**config.mk**
```make
export PLATFORM = sky130hd
export DESIGN_NAME = kbd_disp_port
export DESIGN_NICKNAME = d
export VERILOG_FILES = /design/src/rtl/kdp_pkg.sv /design/src/rtl/kdp_decode.sv /design/src/rtl/kdp_keyport.sv /design/src/rtl/kdp_dispseq.sv /design/src/rtl/kbd_disp_port.sv
export SDC_FILE = /design/constraint.sdc
export NUM_CORES = 1
export LEC_CHECK = 0
export BUFFER_PORTS_ARGS = -buffer_cell sky130_fd_sc_hd__buf_4
export CORE_MARGIN = 5
export CORE_UTILIZATION = 45
export DETAILED_ROUTE_END_ITERATION = 10
export PLACE_DENSITY = 0.77
export SYNTH_ARGS = -nofsm -noshare
export SYNTH_HDL_FRONTEND = slang
export SYNTH_SLANG_ARGS = --single-unit
```
**constraint.sdc**
```tcl
create_clock -name clk -period 1.8 [get_ports clk]
set_clock_uncertainty 0.05 [all_clocks]
set_input_delay 0.27 -clock clk [delete_from_list [all_inputs] [get_ports clk]]
set_output_delay 0.27 -clock clk [all_outputs]
set_load 0.1 [all_outputs]
```
**src/rtl/kdp_pkg.sv**
```systemverilog
package kdp_pkg;

  localparam int unsigned KDP_BYTE_W    = 8;
  localparam int unsigned KDP_ERASE_LEN = 3;

  // Normalise an incoming keystroke before it is latched.
  function automatic logic [7:0] kdp_key_fold(input logic [7:0] c);
    logic [7:0] r;
    r = c;
    if (c == 8'h0A)
      r = 8'h0D;
    else if (c == 8'h7F || c == 8'h08)
      r = 8'h5F;
    else if (c >= 8'h61 && c <= 8'h7A)
      r = c & 8'hDF;
    return r;
  endfunction

  // Map one masked display character to its emitted byte.
  function automatic logic [7:0] kdp_disp_map(input logic [6:0] v);
    logic [7:0] r;
    case (v)
      7'h7F:   r = 8'h40;
      7'h0D:   r = 8'h0A;
      default: r = {1'b0, v};
    endcase
    return r;
  endfunction

  function automatic logic kdp_is_erase(input logic [6:0] v);
    return v == 7'h5F;
  endfunction

  // Erase sequence: backspace on even steps, space on odd steps.
  function automatic logic [7:0] kdp_erase_byte(input logic [1:0] idx);
    return idx[0] ? 8'h20 : 8'h08;
  endfunction

endpackage

```
**src/rtl/kdp_decode.sv**
```systemverilog
module kdp_decode #(
  parameter int unsigned ADDR_W        = 16,
  parameter logic [15:0] RAM_LIMIT     = 16'hC000,
  parameter logic [15:0] ROM_BASE      = 16'hFF00,
  parameter logic [15:0] KEY_DATA_ADDR = 16'hD010,
  parameter logic [15:0] KEY_STAT_ADDR = 16'hD011,
  parameter logic [15:0] DISP_ADDR     = 16'hD012
) (
  input  logic [ADDR_W-1:0] addr,
  output logic              ram_sel,
  output logic              rom_sel,
  output logic              key_data_sel,
  output logic              key_stat_sel,
  output logic              disp_sel
);

  always_comb begin
    ram_sel      = addr <  RAM_LIMIT[ADDR_W-1:0];
    rom_sel      = addr >= ROM_BASE[ADDR_W-1:0];
    key_data_sel = addr == KEY_DATA_ADDR[ADDR_W-1:0];
    key_stat_sel = addr == KEY_STAT_ADDR[ADDR_W-1:0];
    disp_sel     = addr == DISP_ADDR[ADDR_W-1:0];
  end

endmodule

```
**src/rtl/kdp_keyport.sv**
```systemverilog
module kdp_keyport
  import kdp_pkg::*;
(
  input  logic       clk,
  input  logic       rst,
  input  logic       key_strobe,
  input  logic [7:0] key_code,
  input  logic       take,
  output logic       key_ready,
  output logic [7:0] key_value
);

  logic       key_accept;
  logic [7:0] folded;

  assign key_accept = key_strobe && !key_ready;
  assign folded     = kdp_key_fold(key_code);

  always_ff @(posedge clk) begin
    if (rst) begin
      key_ready <= 1'b0;
      key_value <= '0;
    end else if (key_accept) begin
      key_ready <= 1'b1;
      key_value <= folded;
    end else if (take) begin
      key_ready <= 1'b0;
    end
  end

  assert_hold_pending_R7: assert property (@(posedge clk) disable iff (rst)
    key_ready && key_strobe |=> $stable(key_value) && key_ready != $past(take));

  assert_take_clears_R3: assert property (@(posedge clk) disable iff (rst)
    take |=> !key_ready);

  assert_accept_latches_R7: assert property (@(posedge clk) disable iff (rst)
    key_accept |=> key_ready);

  assert_reset_empty_R11: assert property (@(posedge clk) disable iff (rst)
    $past(rst) |-> !key_ready);

endmodule

```
**src/rtl/kdp_dispseq.sv**
```systemverilog
module kdp_dispseq
  import kdp_pkg::*;
#(
  parameter int unsigned SEQ_LEN = KDP_ERASE_LEN
) (
  input  logic       clk,
  input  logic       rst,
  input  logic       start,
  input  logic [7:0] wdata,
  output logic [7:0] disp_data,
  output logic       disp_valid,
  input  logic       disp_ready,
  output logic       seq_done
);

  localparam int unsigned IDX_W = (SEQ_LEN > 1) ? $clog2(SEQ_LEN) : 1;
  localparam logic [IDX_W-1:0] LAST_IDX = IDX_W'(SEQ_LEN - 1);

  logic             busy_q;
  logic             erase_q;
  logic [6:0]       char_q;
  logic [IDX_W-1:0] idx_q;
  logic             last_byte;
  logic             beat;

  assign beat      = busy_q && disp_ready;
  assign last_byte = !erase_q || idx_q == LAST_IDX;
  assign seq_done  = beat && last_byte;

  always_ff @(posedge clk) begin
    if (rst) begin
      busy_q  <= 1'b0;
      erase_q <= 1'b0;
      char_q  <= '0;
      idx_q   <= '0;
    end else if (!busy_q) begin
      if (start) begin
        busy_q  <= 1'b1;
        char_q  <= wdata[6:0];
        erase_q <= kdp_is_erase(wdata[6:0]);
        idx_q   <= '0;
      end
    end else if (beat) begin
      if (last_byte) busy_q <= 1'b0;
      else           idx_q  <= idx_q + 1'b1;
    end
  end

  always_comb begin
    disp_valid = busy_q;
    if (erase_q) disp_data = kdp_erase_byte(2'(idx_q));
    else         disp_data = kdp_disp_map(char_q);
  end

  assert_stall_hold_R10: assert property (@(posedge clk) disable iff (rst)
    disp_valid && !disp_ready |=> disp_valid && $stable(disp_data));

  assert_done_idle_R10: assert property (@(posedge clk) disable iff (rst)
    seq_done |=> !disp_valid);

  assert_erase_step_R9: assert property (@(posedge clk) disable iff (rst)
    beat && !seq_done |=> disp_valid && disp_data != $past(disp_data));

  assert_no_bit7_R8: assert property (@(posedge clk) disable iff (rst)
    disp_valid |-> !disp_data[7]);

endmodule

```
**src/rtl/kbd_disp_port.sv**
```systemverilog
module kbd_disp_port
  import kdp_pkg::*;
#(
  parameter logic [15:0] RAM_LIMIT     = 16'hC000,
  parameter logic [15:0] ROM_BASE      = 16'hFF00,
  parameter logic [15:0] KEY_DATA_ADDR = 16'hD010,
  parameter logic [15:0] KEY_STAT_ADDR = 16'hD011,
  parameter logic [15:0] DISP_ADDR     = 16'hD012
) (
  input  logic        clk,
  input  logic        rst,
  input  logic [15:0] cpu_addr,
  input  logic        cpu_rd,
  input  logic        cpu_wr,
  input  logic [7:0]  cpu_wdata,
  output logic [7:0]  cpu_rdata,
  output logic        cpu_wr_done,
  output logic        ram_sel,
  output logic        rom_sel,
  input  logic        key_strobe,
  input  logic [7:0]  key_code,
  output logic [7:0]  disp_data,
  output logic        disp_valid,
  input  logic        disp_ready
);

  logic       key_data_sel;
  logic       key_stat_sel;
  logic       disp_sel;
  logic       key_ready;
  logic [7:0] key_value;
  logic       key_take;
  logic       disp_start;
  logic       seq_done;

  kdp_decode #(
    .ADDR_W(16), .RAM_LIMIT(RAM_LIMIT), .ROM_BASE(ROM_BASE),
    .KEY_DATA_ADDR(KEY_DATA_ADDR), .KEY_STAT_ADDR(KEY_STAT_ADDR),
    .DISP_ADDR(DISP_ADDR)
  ) u_decode (
    .addr(cpu_addr), .ram_sel(ram_sel), .rom_sel(rom_sel),
    .key_data_sel(key_data_sel), .key_stat_sel(key_stat_sel),
    .disp_sel(disp_sel)
  );

  assign key_take   = cpu_rd && key_data_sel && key_ready;
  assign disp_start = cpu_wr && disp_sel;

  kdp_keyport u_keyport (
    .clk(clk), .rst(rst), .key_strobe(key_strobe), .key_code(key_code),
    .take(key_take), .key_ready(key_ready), .key_value(key_value)
  );

  kdp_dispseq #(.SEQ_LEN(KDP_ERASE_LEN)) u_dispseq (
    .clk(clk), .rst(rst), .start(disp_start), .wdata(cpu_wdata),
    .disp_data(disp_data), .disp_valid(disp_valid),
    .disp_ready(disp_ready), .seq_done(seq_done)
  );

  always_comb begin
    cpu_rdata = 8'h00;
    if (cpu_rd) begin
      if (key_stat_sel)
        cpu_rdata = key_ready ? 8'h80 : 8'h00;
      else if (key_data_sel && key_ready)
        cpu_rdata = key_value | 8'h80;
    end
  end

  assign cpu_wr_done = (cpu_wr && !disp_sel) || seq_done;

  assert_mem_no_data_R1: assert property (@(posedge clk) disable iff (rst)
    cpu_rd && (ram_sel || rom_sel) |-> cpu_rdata == 8'h00);

  assert_empty_read_zero_R4: assert property (@(posedge clk) disable iff (rst)
    cpu_rd && !key_ready |-> cpu_rdata == 8'h00);

  assert_pending_status_R2: assert property (@(posedge clk) disable iff (rst)
    key_ready && cpu_rd && key_stat_sel |-> cpu_rdata[7]);

  assert_done_needs_take_R10: assert property (@(posedge clk) disable iff (rst)
    cpu_wr && disp_sel && cpu_wr_done |-> disp_valid && disp_ready);

endmodule

```
# [Word level (Yosys, flattened, before mapping)]
# Index checks and enable logic that the tools add are counted.
# Widths: inputs -> output; s select.
[word_totals] reg_bits=19 out_inout_bits=20
[classes] eq_ne=12 addsub=1 order_cmp=4 reduce_logical=19 bitwise=1 mux=20
[ops] cell="$eq 16x16->1 const B" n=3
[ops] cell="$mux 8" n=5
[ops] cell="$eq 8x4->1 const B" n=2
[ops] cell="$ge 16x16->1 const B" n=1
[ops] cell="$lt 16x16->1 const B" n=1
[ops] cell="$eq 7x7->1 const B" n=2
[ops] cell="$mux 7" n=2
[ops] cell="$pmux 7 s2" n=1
[ops] cell="$mux 6" n=2
[ops] cell="$logic_and 1x1->1" n=9
[ops] cell="$eq 8x7->1 const B" n=1
[ops] cell="$ge 8x7->1 const B" n=1
[ops] cell="$le 8x7->1 const B" n=1
[ops] cell="$mux 2" n=4
[ops] cell="$eq 7x4->1 const B" n=1
[ops] cell="$mux 1" n=6
[ops] cell="$ne 2x2->1 const B" n=2
[ops] cell="$reduce_bool 2->1" n=2
[ops] cell="$logic_not 1->1" n=3
[ops] cell="$logic_or 1x1->1" n=3
[ops] cell="$reduce_and 3->1" n=1
[ops] cell="$add 2x1->2 const B" n=1
[ops] cell="$eq 2x2->1 const B" n=1
[ops] cell="$reduce_and 2->1" n=1
[ops] cell="$not 1->1" n=1

# [Longest topological paths before layout]
[depth] word_depth=5 depth_mapped=6 depth_no_buf=6

# [By module]
# Synthesis repeated with hierarchy kept, for this count alone.
[hier_totals] cells_unflattened=157 hier_area_um2=1236.2
[modules_own_cells] module="kdp_dispseq" area_per_inst_um2=575.6 cells_per_inst=77 n_inst=1
[modules_own_cells] module="kdp_keyport" area_per_inst_um2=451.7 cells_per_inst=53 n_inst=1
[modules_own_cells] module="kdp_decode" area_per_inst_um2=110.1 cells_per_inst=14 n_inst=1
[modules_own_cells] module="kbd_disp_port" area_per_inst_um2=98.8 cells_per_inst=13 n_inst=1

# [Worst setup path before layout]
# Ideal clock, no wire load.
[synth_path] path_type="input to output" startpoint="input cpu_addr[3]" endpoint="output cpu_rdata[7]" path_stages=3 arrival_time_ns=3.572 required_time_ns=1.480 path_slack_ns=-2.092 path_cell_list="nor4b_4 -> nand2_1 -> nor4bb_1"
[synth_via] elab_chain_cells=5
[synth_rtl] element="start, declared" line="kbd_disp_port.sv:12" text="input logic [15:0] cpu_addr,"
[synth_rtl] element="$eq 16x16->1" line="kdp_decode.sv:20" text="key_data_sel = addr == KEY_DATA_ADDR[ADDR_W-1:0];"
[synth_rtl] element="$logic_and 1x1->1" line="kbd_disp_port.sv:65" text="else if (key_data_sel && key_ready)"
[synth_rtl] element="$mux 8" line="kbd_disp_port.sv:65"
[synth_rtl] element="$mux 8 *" line="kbd_disp_port.sv:63" text="if (key_stat_sel)"
[synth_rtl] element="$mux 8 *" line="kbd_disp_port.sv:62" text="if (cpu_rd) begin"
[synth_rtl] element="end, declared" line="kbd_disp_port.sv:16" text="output logic [7:0] cpu_rdata,"
# Mark *: on every way between the ends. The rest lies on a longest branch, timed or not.

# [Worst setup path in the final report]
[layout_path] startpoint="register u_dispseq.char_q[5]" endpoint="output disp_data[2]"
[layout_via] elab_chain_cells=3
[layout_rtl] element="start, declared" line="kdp_dispseq.sv:21" text="logic [6:0] char_q;"
[layout_rtl] element="start signal, assigned" line="kdp_dispseq.sv:39" text="char_q <= wdata[6:0];"
[layout_rtl] element="$eq 7x4->1 / $eq 7x7->1 (equally long branches)" line="kdp_pkg.sv:22" text="case (v)"
[layout_rtl] element="$pmux 7 s2 *" line="kdp_pkg.sv:22"
[layout_rtl] element="$mux 8 *" line="kdp_dispseq.sv:51" text="if (erase_q) disp_data = kdp_erase_byte(2'(idx_q));"
[layout_rtl] element="end, declared" line="kbd_disp_port.sv:22" text="output logic [7:0] disp_data,"
# Marked as above.

==> results.md <==
- Num ports: 58
- Setup WS post-layout: -0.206 ns
- Setup_tns: -0.958 ns
- Routed len/inst: roughly 17 microns
- RD Place Congestion: 0.829
- Detail Route Antenna Nets: 0
- Worst-path clk slew: roughly 0.11 ns
- Met2 WL: around 2200 microns
- Fin util: approximately 85%
- Met1 WL: roughly 1500 microns
- Arr. time, crit path: between 1.5 and 2 ns
- Minimum clock period: 2.01 ns
- Max_cap viols: 0
- IO Port Bufs: 55
- Slowest CP cell: or4_4
- Hold WS: ~0.19 ns
- Largest area contributor in the netlist: dfxtp_1
- Seq cells post-synth: 19
- Clk root buf: clkbuf_4
- Syn nets: between 150 and 200
- HP Start: key_strobe
- GRT overflow: 0
- CP peak stage delay: between 0.5 and 0.6 ns
- Vias in the first global route: 1427
- Antenna diodes: 0
- Final setup fails: 7
- Max Freq: ~500 MHz
- Total Power: 0.000865 W
- Cell family with most CP delay: simple AND/OR/NAND/NOR gates
- Pre-Repair DR Iteration Count: 4
- Row count: 18
- H-tree depth: 1
- Largest net degree at the start of global routing: 21
- Worst Hold Endpoint: u_keyport.key_ready
- Die ar.: approximately 0.0037 sq mm
- Via count: between 1000 and 1500
- Final period utilization: 111%
- Crit Reg-Reg Startpoint: u_dispseq.disp_valid
- RSZ-0062 raised after global routing: true
- Cell variety after synth: 40
- Initial antenna violation count: 0
- Final Hold Viols: 0
- Sequential share of the synthesized area: between 30 and 40%
- Critical Path End Type: output pin
- Mapped Cells: 150
- Layout net count: roughly 260
- Static leakage: 0.850 nW
- Violated checks: setup timing
- Syn Std Cell Area: 0.00115 sq mm
- 1st-iter DRT viols: 55
- Clock Tree Buf Depth: 2
- RR Endpoint: u_dispseq.erase_q
- PD cells: about 420 mW/mm^2
- Filler cells: 138
- Reg2reg setup slack: between 0.4 and 0.5 ns
- Hold_buf cts: 0
- Placeable Area: 0.00245 sq mm
- Crit path buffers/inverters: 1
- Met3 WL: between 200 and 250 microns
- FF-to-FF path depth: 3
- Placed Cells incl. Taps: 240
- Slew Viols, Final: 0
- Layout cells sized above 1: a little over half
- Hold Crit Class: input port to flip-flop
- Share of the synthesized area in the top cell type: ~33%
- Crit path launch type: flip-flop
- Hold Path Depth: 3
- Ys Warns: 0
- WL final: just over 4000 microns
- CTS Buf Count: 3
- Worst VDD drop: around 0.4 mV
- DIE HEIGHT: 60.6 microns
- Crit path cell chain: or4_4 -> a21oi_2 -> nor2_1 -> and2_4 -> buf_12
- Layout Cells excl Fill: 248
- Crit path max fanout: 2
- CP Class: flip-flop to output pin
- CP required: approximately 1.5 ns
- DRC viols: 0
- TritonCTS clock tree: built
- Synth Area per Inst: 7.69 sq um
- Synth area leaders: dfxtp_1 33%, a21oi_1 6.5%, nor3_1 5.6%, and2_1 5.4%, nand3_1 4.3%
- Area Overhead vs Synth: 79.8%
- Clk Latency, worst-skew pair: between 0.2 and 0.3 ns
- Gr usage total: between 20% and 30%
- First-pass GRT wire length: roughly 6300 microns
- Die width: between 60 and 70 microns
- Hpwl dp: roughly 2800 microns
- Via-per-instance ratio: around 5.7
- Top layer in use: met4
- Outcome: complete, but fails checks
- Starting Density: between 40 and 50%
- Clk sinks: 19
==> cell usage in the layout (no fill, tap or decap), types with 2 or more instances in the layout <==
cell type	netlist	final
nand4b_1	2	2
nand3_1	10	9
nand4_1	4	4
nor2_2	1	3
nand3b_1	2	2
dfxtp_1	19	11
nor3_1	13	11
a21oi_2	0	2
nor2_1	11	9
nand2b_1	4	3
o21ai_0	10	10
o32ai_1	2	2
nand2_1	12	10
and2_4	0	10
a21oi_1	15	13
buf_4	1	49
buf_6	0	9
dfxtp_2	0	8
clkbuf_4	0	3
buf_12	0	14
a22o_1	2	2
nor4_4	1	2
==> cells by family (layout without fill, tap and decap cells) <==
group | Yosys count | in the layout | synth area share, %
fa+ha+maj | 1 | 1 | 1.08
buf+inv | 9 | 77 | 3.36
xor+xnor | 1 | 1 | 0.759
flops | 19 | 19 | 33.0
simple gates | 85 | 85 | 43.9
other cells | 1 | 1 | 0.325
compound gates | 34 | 34 | 17.6
==> power breakdown <==
group          internal (W)  switching [W]  total (W)
registers          0.000433     0.00000794   0.000441
logic             0.0000986       0.000105   0.000204
clock network     0.0000862       0.000134   0.000220
==> worst register-to-register path: stages, from the launching register on <==
cell	delay, ns
dfxtp_2	0.37
or2_1	0.24
or4_1	0.50
a21oi_1	0.14
==> flip-flops by register name, summed over array words and instances (netlist names) <==
name and flops:
u_keyport.key_ready 1, u_dispseq.idx_q 2, u_dispseq.char_q 7, u_keyport.key_value 7
u_dispseq.erase_q 1, u_dispseq.disp_valid 1
==> synth_stat cells (all sizes together) <==
| cell | number |
|---|---|
| or4b | 1 |
| clkbuf | 5 |
| a211oi | 1 |
| and3 | 1 |
| and4 | 1 |
| xnor2 | 1 |
| inv | 1 |
| nand2 | 12 |
| o21ai | 10 |
| a22o | 2 |
| nand4b | 2 |
| o32ai | 2 |
| nand4 | 4 |
| or2 | 1 |
| nor2b | 2 |
| or3 | 1 |
| nor3 | 13 |
| a32o | 1 |
| nand2b | 4 |
| conb | 1 |
| nor2 | 12 |
| nor4 | 2 |
| o21bai | 1 |
| dfxtp | 19 |
| nand3b | 2 |
| nor3b | 1 |
| and2 | 10 |
| o311a | 1 |
| or4 | 2 |
| buf | 3 |
| o211ai | 1 |
| nor4b | 1 |
| ha | 1 |
| nand3 | 10 |
| nor4bb | 3 |
| a21oi | 15 |
==> stage by stage <==
step                      cell area, sq um  setup WS [ns]
final                                 2070         -0.206
after global routing                  2070         -0.268
after CTS                             1960         -0.199
after detailed placement              1730         -0.140
after global placement                1730         -0.119
after floorplan                       1210         -0.336
==> timing repair <==
item / in CTS / in global routing
gates resized for setup: 51 / 24
setup endpoints to repair: 15 / 15
pin swaps: 10 / 20
setup buffers: 1 / 3
==> cell type report <==
type	instances	area (sq um)	area share, %
multi-input combinational	122	867	41.8
timing repair buffer	72	749	36.1
sequential	19	390	18.8
tap	30	37.5	1.81
clock buffer	4	26.3	1.27
inverter	1	3.75	0.181
==> how the worst max path moves through the flow <==
stage                   startpoint           end  slack (ns)  depth (start not counted)
6_report       u_dispseq.char_q[5]  disp_data[2]       -0.21                          5
5_1_grt        u_dispseq.char_q[5]  disp_data[2]       -0.27                          5
4_1_cts        u_dispseq.char_q[5]  disp_data[2]       -0.20                          5
3_5_place_dp           cpu_addr[0]  cpu_rdata[0]       -0.14                          7
3_3_place_gp           cpu_addr[0]  cpu_rdata[2]       -0.12                          7
2_1_floorplan          cpu_addr[3]  cpu_rdata[7]       -0.34                          3
==> metal layers <==
layer,vias to the layer above,track usage [%]
met2,61,41.2
met3,14,3.62
li1,689,-
met1,661,25.8
met5,-,0
met4,0,7.74
(Power assumes the default switching activity.)
